<file path="src/rtl/pgm_pkg.sv">
package pgm_pkg;
   typedef enum logic [1:0] {
      LS_I = 2'b00,
      LS_S = 2'b01,
      LS_E = 2'b10,
      LS_M = 2'b11
   } line_st_e;

   typedef enum logic [1:0] {
      OP_PG_FLUSH = 2'd0,
      OP_PG_INV   = 2'd1,
      OP_ALL_WBI  = 2'd2,
      OP_ALL_INV  = 2'd3
   } maint_op_e;

   typedef enum logic [2:0] {
      SQ_IDLE  = 3'd0,
      SQ_XLATE = 3'd1,
      SQ_READ  = 3'd2,
      SQ_CMP   = 3'd3,
      SQ_WB    = 3'd4,
      SQ_INV   = 3'd5
   } seq_st_e;
endpackage

</file>
<file path="src/rtl/pgm_cmd_arb.sv">
module pgm_cmd_arb
   import pgm_pkg::*;
#(
   parameter int VPN_W = 12
) (
   input  logic             idle,
   input  logic             cmd_page_wr,
   input  logic             cmd_page_inv,
   input  logic [VPN_W-1:0] cmd_page_vpn,
   input  logic             cmd_all_wbinv,
   input  logic             cmd_all_inv,
   output logic             start,
   output maint_op_e        start_op,
   output logic [VPN_W-1:0] start_vpn
);
   always_comb begin
      start     = 1'b0;
      start_op  = OP_ALL_INV;
      start_vpn = cmd_page_vpn;
      if (idle) begin
         if (cmd_page_wr) begin
            start    = 1'b1;
            start_op = cmd_page_inv ? OP_PG_INV : OP_PG_FLUSH;
         end else if (cmd_all_wbinv) begin
            start    = 1'b1;
            start_op = OP_ALL_WBI;
         end else if (cmd_all_inv) begin
            start    = 1'b1;
            start_op = OP_ALL_INV;
         end
      end
   end
endmodule

</file>
<file path="src/rtl/pgm_way_classify.sv">
module pgm_way_classify
   import pgm_pkg::*;
#(
   parameter int WAYS  = 2,
   parameter int TAG_W = 10
) (
   input  logic [WAYS*TAG_W-1:0] rd_tags,
   input  logic [WAYS*2-1:0]     rd_states,
   input  logic [TAG_W-1:0]      cmp_tag,
   input  logic                  match_all,
   input  logic                  want_wb,
   output logic [WAYS-1:0]       hit_mask,
   output logic [WAYS-1:0]       wb_mask
);
   for (genvar w = 0; w < WAYS; w++) begin : g_way
      line_st_e st;
      logic     tag_eq;
      assign st          = line_st_e'(rd_states[w*2 +: 2]);
      assign tag_eq      = (rd_tags[w*TAG_W +: TAG_W] == cmp_tag);
      assign hit_mask[w] = (st != LS_I) && (match_all || tag_eq);
      assign wb_mask[w]  = hit_mask[w] && want_wb && (st == LS_M);
   end
endmodule

</file>
<file path="src/rtl/pgm_seq.sv">
module pgm_seq
   import pgm_pkg::*;
#(
   parameter int WAYS   = 2,
   parameter int TAG_W  = 10,
   parameter int IDX_W  = 6,
   parameter int PIDX_W = 4,
   parameter int VPN_W  = 12,
   parameter int WAY_W  = 1
) (
   input  logic                   clk,
   input  logic                   rst_n,
   input  logic                   start,
   input  maint_op_e              start_op,
   input  logic [VPN_W-1:0]       start_vpn,
   output logic                   busy,
   output logic                   pf,
   output logic                   mode_page,
   output logic                   mode_no_wb,
   output logic                   xl_req,
   output logic [VPN_W-1:0]       xl_vpn,
   input  logic                   xl_rsp_valid,
   input  logic                   xl_fault,
   input  logic [VPN_W-1:0]       xl_ppn,
   output logic                   tag_rd_en,
   output logic [IDX_W-1:0]       idx,
   input  logic [WAYS*TAG_W-1:0]  rd_tags,
   input  logic [WAYS-1:0]        hit_mask,
   input  logic [WAYS-1:0]        wb_mask,
   output logic [TAG_W-1:0]       page_tag,
   output logic                   match_all,
   output logic                   want_wb,
   output logic                   tag_wr_en,
   output logic [WAYS-1:0]        tag_wr_mask,
   output logic                   wb_valid,
   input  logic                   wb_ready,
   output logic [TAG_W+IDX_W-1:0] wb_addr,
   output logic [WAY_W-1:0]       wb_way
);
   localparam int HI_W = IDX_W - PIDX_W;

   seq_st_e              st_q;
   maint_op_e            op_q;
   logic [VPN_W-1:0]     vpn_q;
   logic [WAYS*TAG_W-1:0] tags_q;
   logic [WAYS-1:0]      hit_q, wbp_q, wb_sel;
   logic                 last_set;

   assign busy       = (st_q != SQ_IDLE);
   assign mode_page  = (op_q == OP_PG_FLUSH) || (op_q == OP_PG_INV);
   assign match_all  = !mode_page;
   assign want_wb    = (op_q == OP_PG_FLUSH) || (op_q == OP_ALL_WBI);
   assign mode_no_wb = busy && !want_wb;
   assign xl_req     = (st_q == SQ_XLATE);
   assign xl_vpn     = vpn_q;
   assign tag_rd_en  = (st_q == SQ_READ);
   assign tag_wr_en  = (st_q == SQ_INV) && (|hit_q);
   assign tag_wr_mask = hit_q;
   assign wb_valid   = (st_q == SQ_WB);
   assign last_set   = mode_page ? (&idx[PIDX_W-1:0]) : (&idx);

   always_comb begin
      logic found;
      found  = 1'b0;
      wb_way = '0;
      wb_sel = '0;
      for (int w = 0; w < WAYS; w++) begin
         if (wbp_q[w] && !found) begin
            found     = 1'b1;
            wb_way    = WAY_W'(w);
            wb_sel[w] = 1'b1;
         end
      end
   end

   assign wb_addr = {tags_q[wb_way*TAG_W +: TAG_W], idx};

   always_ff @(posedge clk) begin
      if (!rst_n) begin
         st_q     <= SQ_IDLE;
         op_q     <= OP_ALL_INV;
         vpn_q    <= '0;
         idx      <= '0;
         page_tag <= '0;
         tags_q   <= '0;
         hit_q    <= '0;
         wbp_q    <= '0;
         pf       <= 1'b0;
      end else begin
         case (st_q)
            SQ_IDLE: if (start) begin
               op_q  <= start_op;
               vpn_q <= start_vpn;
               if ((start_op == OP_PG_FLUSH) || (start_op == OP_PG_INV)) begin
                  pf   <= 1'b0;
                  st_q <= SQ_XLATE;
               end else begin
                  idx  <= '0;
                  st_q <= SQ_READ;
               end
            end
            SQ_XLATE: if (xl_rsp_valid) begin
               if (xl_fault) begin
                  pf   <= 1'b1;
                  st_q <= SQ_IDLE;
               end else begin
                  page_tag <= xl_ppn[VPN_W-1:HI_W];
                  idx      <= {xl_ppn[HI_W-1:0], {PIDX_W{1'b0}}};
                  st_q     <= SQ_READ;
               end
            end
            SQ_READ: st_q <= SQ_CMP;
            SQ_CMP: begin
               tags_q <= rd_tags;
               hit_q  <= hit_mask;
               wbp_q  <= wb_mask;
               st_q   <= (|wb_mask) ? SQ_WB : SQ_INV;
            end
            SQ_WB: if (wb_ready) begin
               wbp_q <= wbp_q & ~wb_sel;
               if ((wbp_q & ~wb_sel) == '0) st_q <= SQ_INV;
            end
            SQ_INV: begin
               if (last_set) st_q <= SQ_IDLE;
               else begin
                  idx  <= idx + 1'b1;
                  st_q <= SQ_READ;
               end
            end
            default: st_q <= SQ_IDLE;
         endcase
      end
   end
endmodule

</file>
<file path="src/rtl/pgm_maint_engine.sv">
module pgm_maint_engine
   import pgm_pkg::*;
#(
   parameter int LA_W      = 20,
   parameter int PAGE_BITS = 8,
   parameter int LINE_BITS = 4,
   parameter int SETS      = 64,
   parameter int WAYS      = 2,
   localparam int IDX_W    = $clog2(SETS),
   localparam int VPN_W    = LA_W - PAGE_BITS,
   localparam int PIDX_W   = PAGE_BITS - LINE_BITS,
   localparam int HI_W     = IDX_W - PIDX_W,
   localparam int TAG_W    = LA_W - LINE_BITS - IDX_W,
   localparam int WAY_W    = (WAYS > 1) ? $clog2(WAYS) : 1
) (
   input  logic                   clk,
   input  logic                   rst_n,
   input  logic                   cmd_page_wr,
   input  logic                   cmd_page_inv,
   input  logic [VPN_W-1:0]       cmd_page_vpn,
   input  logic                   cmd_all_wbinv,
   input  logic                   cmd_all_inv,
   output logic                   stat_busy,
   output logic                   stat_pf,
   output logic                   xl_req,
   output logic [VPN_W-1:0]       xl_vpn,
   input  logic                   xl_rsp_valid,
   input  logic                   xl_fault,
   input  logic [VPN_W-1:0]       xl_ppn,
   output logic                   tag_rd_en,
   output logic [IDX_W-1:0]       tag_rd_idx,
   input  logic [WAYS*TAG_W-1:0]  tag_rd_tags,
   input  logic [WAYS*2-1:0]      tag_rd_states,
   output logic                   tag_wr_en,
   output logic [IDX_W-1:0]       tag_wr_idx,
   output logic [WAYS-1:0]        tag_wr_mask,
   output logic                   wb_valid,
   input  logic                   wb_ready,
   output logic [TAG_W+IDX_W-1:0] wb_addr,
   output logic [WAY_W-1:0]       wb_way
);
   if ((1 << IDX_W) != SETS) begin : g_bad_sets
      $error("SETS must be a power of two");
   end
   if (PIDX_W < 1 || HI_W < 1) begin : g_bad_page
      $error("page must span more than one line and less than one way");
   end
   if (TAG_W < 1 || WAYS < 1) begin : g_bad_geom
      $error("address too narrow for the cache geometry");
   end

   logic                  start;
   maint_op_e             start_op;
   logic [VPN_W-1:0]      start_vpn;
   logic [IDX_W-1:0]      cur_idx;
   logic [WAYS-1:0]       hit_mask, wb_mask;
   logic [TAG_W-1:0]      page_tag;
   logic                  match_all, want_wb;
   logic                  mode_page, mode_no_wb;

   assign tag_rd_idx = cur_idx;
   assign tag_wr_idx = cur_idx;

   pgm_cmd_arb #(.VPN_W(VPN_W)) u_arb (
      .idle          (!stat_busy),
      .cmd_page_wr   (cmd_page_wr),
      .cmd_page_inv  (cmd_page_inv),
      .cmd_page_vpn  (cmd_page_vpn),
      .cmd_all_wbinv (cmd_all_wbinv),
      .cmd_all_inv   (cmd_all_inv),
      .start         (start),
      .start_op      (start_op),
      .start_vpn     (start_vpn)
   );

   pgm_way_classify #(.WAYS(WAYS), .TAG_W(TAG_W)) u_cls (
      .rd_tags   (tag_rd_tags),
      .rd_states (tag_rd_states),
      .cmp_tag   (page_tag),
      .match_all (match_all),
      .want_wb   (want_wb),
      .hit_mask  (hit_mask),
      .wb_mask   (wb_mask)
   );

   pgm_seq #(
      .WAYS(WAYS), .TAG_W(TAG_W), .IDX_W(IDX_W),
      .PIDX_W(PIDX_W), .VPN_W(VPN_W), .WAY_W(WAY_W)
   ) u_seq (
      .clk          (clk),
      .rst_n        (rst_n),
      .start        (start),
      .start_op     (start_op),
      .start_vpn    (start_vpn),
      .busy         (stat_busy),
      .pf           (stat_pf),
      .mode_page    (mode_page),
      .mode_no_wb   (mode_no_wb),
      .xl_req       (xl_req),
      .xl_vpn       (xl_vpn),
      .xl_rsp_valid (xl_rsp_valid),
      .xl_fault     (xl_fault),
      .xl_ppn       (xl_ppn),
      .tag_rd_en    (tag_rd_en),
      .idx          (cur_idx),
      .rd_tags      (tag_rd_tags),
      .hit_mask     (hit_mask),
      .wb_mask      (wb_mask),
      .page_tag     (page_tag),
      .match_all    (match_all),
      .want_wb      (want_wb),
      .tag_wr_en    (tag_wr_en),
      .tag_wr_mask  (tag_wr_mask),
      .wb_valid     (wb_valid),
      .wb_ready     (wb_ready),
      .wb_addr      (wb_addr),
      .wb_way       (wb_way)
   );
endmodule

</file>
<file path="config.mk">
export PLATFORM = sky130hd
export DESIGN_NAME = pgm_maint_engine
export DESIGN_NICKNAME = d
export VERILOG_FILES = /design/src/rtl/pgm_pkg.sv /design/src/rtl/pgm_cmd_arb.sv /design/src/rtl/pgm_way_classify.sv /design/src/rtl/pgm_seq.sv /design/src/rtl/pgm_maint_engine.sv
export SDC_FILE = /design/constraint.sdc
export NUM_CORES = 1
export LEC_CHECK = 0
export BUFFER_PORTS_ARGS = -buffer_cell sky130_fd_sc_hd__buf_2
export CAP_MARGIN = 10
export CORE_ASPECT_RATIO = 0.6
export CORE_MARGIN = 3
export CORE_UTILIZATION = 56
export CTS_BUF_LIST = sky130_fd_sc_hd__clkbuf_2
export DETAILED_ROUTE_END_ITERATION = 6
export PLACE_DENSITY = 0.9
export SLEW_MARGIN = 20
export SYNTH_ARGS = -nofsm -noshare
export SYNTH_HDL_FRONTEND = slang
export SYNTH_SLANG_ARGS = --single-unit
</file>
<file path="constraint.sdc">
create_clock -name clk -period 3.95 [get_ports clk]
set_clock_uncertainty 0.05 [all_clocks]
set_input_delay 1.185 -clock clk [delete_from_list [all_inputs] [get_ports clk]]
set_output_delay 1.185 -clock clk [all_outputs]
set_load 0.005 [all_outputs]
</file>
==> impl_metrics.json, run 1 <==
{
  "biggest_area_contributors_in_the_synthesized_netlist": "sky130_fd_sc_hd__dfxtp_1, sky130_fd_sc_hd__nand2_1, sky130_fd_sc_hd__a21boi_0",
  "outcome": "complete, no violations",
  "routedWlPerCell_um": 15.0,
  "critical_path.top_delay_family": "flip-flops",
  "worstSetupStartpointType": "flop",
  "pin_count_of_the_biggest_net_entering_global_routing": 35,
  "layout-drive-gt1-share": 0.324,
  "maxUsedRoutingLayer": "met5",
  "drv_cap": 0,
  "crit_path_max_incr_delay_ns": 0.66,
  "yosys.area_share.xor_xnor": 0.0586,
  "cell_area_after_synthesis_um2": 2990,
  "max-slew-margin-rel": 0.341,
  "report.final.slew_viol_count": 0,
  "firstDrtPassIters": 5,
  "initialDrtViolationCount": 173,
  "cts_max_level": 3,
  "crit_path_max_fanout": 14,
  "fillCellCount": 403,
  "die_area_um2": 6280,
  "slowest_stage": "sky130_fd_sc_hd__dfxtp_1",
  "period_needed_ns": 3.02,
  "clk_transition_reported_paths_ns": 0.18,
  "final.period_utilization": 0.766,
  "grt_pass1_vias": 2536,
  "netlist.top_cell.by_area": "sky130_fd_sc_hd__dfxtp_1",
  "numPlacedInstances": 488,
  "ios": 106,
  "total_of_endpoints_with_negative_setup_slack_in_the_final_report": 0,
  "routabilityCongestion": 0.888,
  "die_width_um": 100,
  "wl_met1_mm": 3.36,
  "hpwl_mm": 5.67,
  "yosys.cell_types.count": 48,
  "finalNonFillerCells": 504,
  "data_required_time_at_the_worst_endpoint_ns": 2.71,
  "post-cts-setup-buffer-count": 0,
  "synthFlopType": "sky130_fd_sc_hd__dfxtp_1",
  "die_height_um": 62.6,
  "grt_setup_unrepaired": "no",
  "drt-vias-per-instance": 5.53,
  "max_ir_drop_vdd_mv": 0.323,
  "end_kind": "primary output",
  "post-route-drc-count": 0,
  "ff_latch_area_um2": 1160,
  "port_buffers": 105,
  "tightest_slew_ns": 0.988,
  "core.rowCount": 19,
  "synth.area.mux_share": 0.0817,
  "cp_data_arrival_time_ns": 1.79,
  "worstPathBufferInverterCount": 1,
  "synth_top_area_share": 0.389,
  "number_of_storage_elements_in_the_synthesis_netlist": 58,
  "global_route_wire_length_before_repair_mm": 12.1,
  "cts_resized": 0,
  "route.vias.total": 2785,
  "insertion_delay_of_the_later_clocked_pin_in_the_worst_skew_pair_ns": 0.48,
  "synth_top_family_by_area": "simple AND/OR/NAND/NOR gates",
  "grt_antenna_before_repair": 1,
  "track_usage": 0.242,
  "synth-warning-count": 0,
  "synth_compound_gate_area_share": 0.178,
  "post-layout-total-power_uw": 1410,
  "synthSimpleGateAreaFrac": 0.220,
  "antennaDiodeCount": 0,
  "synth_sequential_area_ratio": 0.389,
  "totalWireLength_mm": 7.58,
  "finish.net_count": 494,
  "route.met2.wl_mm": 3.37,
  "met3RoutedLength_um": 734,
  "min-delay-path-class": "flop to flop",
  "antenna_left": 0,
  "grt_remaining_overflow": 0,
  "flow.area_growth_from_synthesis_pct": 18.2,
  "synthesis.area_per_instance_um2": 8.59,
  "p_leak_uw": 0.00167,
  "async_flop_share": 0,
  "floorplan.initialDensity": 0.616,
  "post_synth_fa_ha_maj_area_fraction": 0.00419,
  "synth_edf_count": 0,
  "clock-sinks": 58,
  "fin_setup_tns_ns": 0,
  "cts-root-buf": "sky130_fd_sc_hd__clkbuf_2",
  "cts_made_buffers": 9,
  "cts_tree": "yes",
  "synth_cells": 348,
  "mappedNetlistNets": 406,
  "multi_input_logic_area_um2": 1620,
  "max_freq_mhz": 331,
  "timing.final.hold_violations": 0,
  "power-per-cell-area_nw_per_um2": 400,
  "core_region_area_um2": 4850,
  "ctsHoldBuffers": 0,
  "worst_path_cell_chain": "nand2b_1, nor2_1, buf_2",
  "critical_path_class": "flop to primary output",
  "ctsLongestPathBuffers": 2
}
[flip-flops by register name, summed over array words and instances, names as in the netlist]
name               flops
u_seq.idx              6
u_seq.xl_vpn          12
u_seq.st_q             3
u_seq.page_tag        10
u_seq.op_q             2
u_seq.wbp_q            2
u_seq.tag_wr_mask      2
u_seq.tags_q          20
u_seq.pf               1
[cell type report]
cell class / count / area share
Clock buffer: 9 / 0.0128
Clock inverter: 7 / 0.0198
Sequential cell: 58 / 0.329
Multi-Input combinational cell: 256 / 0.459
Timing Repair Buffer: 107 / 0.153
Inverter: 4 / 0.00425
Tap cell: 63 / 0.0223
[stage by stage]
stage	hold slack, ns	area, um2	utilization	setup WS (ns)
3_3_place_gp	0.396	3420	0.705	1.42
6_report	0.422	3530	0.728	0.926
2_1_floorplan	0.390	2990	-	1.64
5_1_grt	0.447	3530	0.728	0.780
3_5_place_dp	0.403	3420	0.705	1.32
4_1_cts	0.423	3530	0.728	0.901
[where the power goes]
| group | total [uW] | leakage, uW | switching [uW] | internal [uW] |
|---|---|---|---|---|
| Combinational | 349 | 0.00114 | 193 | 156 |
| Sequential | 689 | 0.000472 | 52.1 | 637 |
| Clock | 375 | 0.0000616 | 232 | 143 |
| Total | 1410 | 0.00167 | 477 | 936 |
[synthesized netlist by cell type (all sizes together) (3+ instances only)]
cell    instances
mux2i          12
nand3b          3
nor2b          13
nand2b          5
xor2           18
a31oi           3
inv             4
mux2           11
o211ai          6
nor4            4
dfxtp          58
nor3            3
nand3           5
a21boi         35
nor2           19
o21ai          13
a21oi           5
buf            25
clkbuf          5
nand2          78
[final timing paths]
check	slack [ns]	from	cells after the start	endpoint
setup reg to reg	1.74	u_seq.st_q[0]$_SDFFE_PN0P_	5	u_seq.page_tag[5]$_SDFFE_PN0P_
hold reg to reg	0.42	u_seq.xl_vpn[3]$_SDFFE_PN0P_	2	u_seq.xl_vpn[3]$_SDFFE_PN0P_
setup / recovery	0.93	u_seq.st_q[2]$_SDFFE_PN0P_	3	wb_valid
hold / removal	0.42	u_seq.xl_vpn[3]$_SDFFE_PN0P_	2	u_seq.xl_vpn[3]$_SDFFE_PN0P_
[tightest hold or removal path: cells and delay by family (launching register included)]
family	cells	cell delay (ns)
flops	1	0.34
simple gates	1	0.04
compound gates	1	0.06
[kinds of logic (layout without fill, tap and decap cells)]
family          after synthesis  after routing
buf+inv                      34            127
xor+xnor                     20             20
fa+ha+maj                     1              1
mux                          23             23
flops                        58             58
compound gates               72             72
simple gates                140            140
[cell usage in the layout (no fill, tap or decap), types with 3 or more instances in the layout]
master | netlist | routed
sky130_fd_sc_hd__a21oi_1 | 4 | 4
sky130_fd_sc_hd__o21ai_0 | 13 | 13
sky130_fd_sc_hd__clkbuf_2 | 0 | 9
sky130_fd_sc_hd__mux2_2 | 11 | 11
sky130_fd_sc_hd__nor4_1 | 4 | 4
sky130_fd_sc_hd__a31oi_1 | 3 | 3
sky130_fd_sc_hd__mux2i_1 | 12 | 12
sky130_fd_sc_hd__nand2b_1 | 5 | 5
sky130_fd_sc_hd__dfxtp_1 | 58 | 58
sky130_fd_sc_hd__nand3_1 | 5 | 5
sky130_fd_sc_hd__nor2b_1 | 13 | 13
sky130_fd_sc_hd__nand3b_1 | 3 | 3
sky130_fd_sc_hd__nor2_1 | 17 | 17
sky130_fd_sc_hd__o211ai_1 | 5 | 5
sky130_fd_sc_hd__buf_2 | 8 | 105
sky130_fd_sc_hd__nand2_1 | 78 | 78
sky130_fd_sc_hd__inv_1 | 4 | 4
sky130_fd_sc_hd__a21boi_0 | 34 | 34
sky130_fd_sc_hd__clkinvlp_4 | 0 | 3
sky130_fd_sc_hd__xor2_1 | 18 | 18
[metal layers]
layer	vias up	global-route usage
met5	-	0
met4	2	0.0723
met3	18	0.0925
met2	136	0.362
met1	1285	0.322
li1	1344	-
No activity file was read; power rests on OpenSTA's default activity.
==> run 2, diff against run 1 <==
--- a/config.mk
+++ b/config.mk
@@ -9,10 +9,10 @@
 export CAP_MARGIN = 10
 export CORE_ASPECT_RATIO = 0.6
 export CORE_MARGIN = 3
-export CORE_UTILIZATION = 56
+export CORE_UTILIZATION = 52
 export CTS_BUF_LIST = sky130_fd_sc_hd__clkbuf_2
 export DETAILED_ROUTE_END_ITERATION = 6
-export PLACE_DENSITY = 0.9
+export PLACE_DENSITY = 0.85
 export SLEW_MARGIN = 20
 export SYNTH_ARGS = -nofsm -noshare
 export SYNTH_HDL_FRONTEND = slang
==> constraint.sdc (replaced) <==
create_clock -name clk -period 3.07 [get_ports clk]
set_clock_uncertainty 0.05 [all_clocks]
set_input_delay 0.921 -clock clk [delete_from_list [all_inputs] [get_ports clk]]
set_output_delay 0.921 -clock clk [all_outputs]
set_load 0.005 [all_outputs]
==> run 2 against run 1 <==
Against the previous run: global-route usage fell by 1.5 points; largest cell class unchanged; critical endpoint is now xl_req; sequential cell count is the same; die area increased by 7.1%; sequential share of layout area down 0.27 points; highest routed layer is now met4; worst hold slack barely moved; core utilization shrank 5.7 points; clock-buffer cell count rose by 1; total power is 31% higher; setup slack got worse by 0.58 ns; non-clock buffer count rose by 1; largest power group unchanged; first-iteration DRC count fell by 42%.
==> impl_metrics.json, run 2 (synthesis gave the netlist of run 1 again) <==
{
  "ff_latch_area_um2": 1160,
  "antennaDiodeCount": 0,
  "track_usage": 0.227,
  "worst_r2r_path_depth": 5,
  "ctsLongestPathBuffers": 2,
  "antenna_left": 0,
  "final.period_utilization": 0.888,
  "cp_data_arrival_time_ns": 1.75,
  "flow.area_growth_from_synthesis_pct": 19.2,
  "outcome": "complete, no violations",
  "timing.rr.start": "u_seq.st_q[0]$_SDFFE_PN0P_",
  "core.rowCount": 20,
  "route.vias.total": 2695,
  "initialDrtViolationCount": 100,
  "pin_count_of_the_biggest_net_entering_global_routing": 37,
  "clk_transition_reported_paths_ns": 0.14,
  "timing.rr.end": "u_seq.page_tag[0]$_SDFFE_PN0P_",
  "placedInstanceArea_um2": 3440,
  "grt_pass1_vias": 2495,
  "port_buffers": 105,
  "cts_tree": "yes",
  "drt-vias-per-instance": 5.21,
  "grt_remaining_overflow": 0,
  "tightest_slew_ns": 0.913,
  "wl_met1_mm": 3.45,
  "grt_setup_unrepaired": "no",
  "largest_register_ffs": 20,
  "routedWlPerCell_um": 14.7,
  "ios": 106,
  "max_ir_drop_vdd_mv": 0.328,
  "global_route_wire_length_before_repair_mm": 12.2,
  "drv_cap": 0,
  "ctsHoldBuffers": 0,
  "timing.final.hold_violations": 0,
  "die_area_um2": 6720,
  "layout_common_cells": "sky130_fd_sc_hd__buf_2, sky130_fd_sc_hd__nand2_1, sky130_fd_sc_hd__dfxtp_1, sky130_fd_sc_hd__a21boi_0, sky130_fd_sc_hd__xor2_1",
  "crit_path_max_fanout": 10,
  "cts_made_buffers": 9,
  "routabilityCongestion": 0.897,
  "worstSetupStartpointType": "flop",
  "period_needed_ns": 2.72,
  "top_register": "u_seq.tags_q",
  "timing.reg2reg.setup_slack_ns": 0.80,
  "worst_min_delay_path_startpoint": "u_seq.xl_vpn[8]$_SDFFE_PN0P_",
  "final_common_cell": "sky130_fd_sc_hd__buf_2",
  "hold-path-cell-count": 2,
  "fillCellCount": 478,
  "post-layout-total-power_uw": 1860,
  "floorplan.initialDensity": 0.563,
  "min_delay_worst_endpoint": "u_seq.xl_vpn[8]$_SDFFE_PN0P_",
  "layout-drive-gt1-share": 0.323,
  "multi_input_logic_area_um2": 1620,
  "max_freq_mhz": 367,
  "cts-root-buf": "sky130_fd_sc_hd__clkbuf_2",
  "post-route-drc-count": 0,
  "firstDrtPassIters": 4,
  "cts_resized": 0,
  "critical_path_class": "flop to primary output",
  "die_height_um": 64.7,
  "cts_max_level": 3,
  "data_required_time_at_the_worst_endpoint_ns": 2.10,
  "die_width_um": 104,
  "min-delay-path-class": "flop to flop",
  "fin_setup_tns_ns": 0,
  "grt_antenna_before_repair": 0,
  "post-cts-setup-buffer-count": 0,
  "total_of_endpoints_with_negative_setup_slack_in_the_final_report": 0,
  "hpwl_mm": 5.78,
  "report.final.slew_viol_count": 0,
  "max-slew-margin-rel": 0.389,
  "route.met2.wl_mm": 3.59,
  "totalWireLength_mm": 7.62,
  "finish.instance_area_um2": 3560,
  "finish.net_count": 495,
  "core_region_area_um2": 5310,
  "end_kind": "primary output",
  "p_leak_uw": 0.00169,
  "insertion_delay_of_the_later_clocked_pin_in_the_worst_skew_pair_ns": 0.47,
  "clock-sinks": 58,
  "power-per-cell-area_nw_per_um2": 521,
  "maxUsedRoutingLayer": "met4",
  "met3RoutedLength_um": 537
}
-- run 2: cell types whose count changed in the layout (fill, tap and decap cells not counted), sizes merged --
cell      change
buf           +1
bufinv        +1
clkinvlp      -3
clkinv        -1
clkbuf        +1
-- run 2: report_power, final --
| group | internal (uW) | leakage, uW | switching, uW |
|---|---|---|---|
| combinational | 202 | 0.00114 | 247 |
| clock | 261 | 0.0000753 | 261 |
| sequential | 819 | 0.000472 | 64.0 |
-- run 2: stage by stage --
| step | util | worst slack, ns | cells | hold WS (ns) |
|---|---|---|---|---|
| 2_1_floorplan | - | 1.03 | 348 | 0.390 |
| 3_3_place_gp | 0.649 | 0.767 | 503 | 0.396 |
| 3_5_place_dp | 0.649 | 0.691 | 503 | 0.405 |
| 4_1_cts | 0.671 | 0.321 | 517 | 0.425 |
| 5_1_grt | 0.671 | 0.223 | 517 | 0.446 |
| 6_report | 0.671 | 0.345 | 517 | 0.421 |
-- run 2: cell type report --
cell class / instances / area share
multi-input combinational: 256 / 0.455
clock inverter: 4 / 0.0193
sequential: 58 / 0.326
tap: 77 / 0.0271
inverter: 4 / 0.00422
timing repair buffer: 108 / 0.154
clock buffer: 10 / 0.0141
-- run 2: how the worst max path moves through the flow --
stage / start / slack [ns] / end / cells past startpoint
global route: u_seq.st_q[0]$_SDFFE_PN0P_ / 0.22 / xl_req / 3
detailed placement: cmd_page_wr / 0.69 / u_seq.xl_vpn[1]$_SDFFE_PN0P_ / 5
finish: u_seq.st_q[0]$_SDFFE_PN0P_ / 0.35 / xl_req / 3
global placement: cmd_page_wr / 0.77 / u_seq.xl_vpn[1]$_SDFFE_PN0P_ / 5
CTS: u_seq.st_q[0]$_SDFFE_PN0P_ / 0.32 / xl_req / 3
floorplan: u_seq.wbp_q[1]$_SDFFE_PN0P_ / 1.03 / wb_addr[10] / 3
-- run 2: critical path: stages (launching register included) --
cell                      delay [ns]
sky130_fd_sc_hd__dfxtp_1        0.59
sky130_fd_sc_hd__or3b_4         0.45
sky130_fd_sc_hd__inv_1          0.13
sky130_fd_sc_hd__buf_2          0.13
-- run 2: routing by layer --
| layer | track usage | up-vias |
|---|---|---|
| met5 | 0 | - |
| li1 | - | 1344 |
| met2 | 0.368 | 98 |
| met4 | 0.0398 | 0 |
| met1 | 0.302 | 1247 |
| met3 | 0.0736 | 6 |
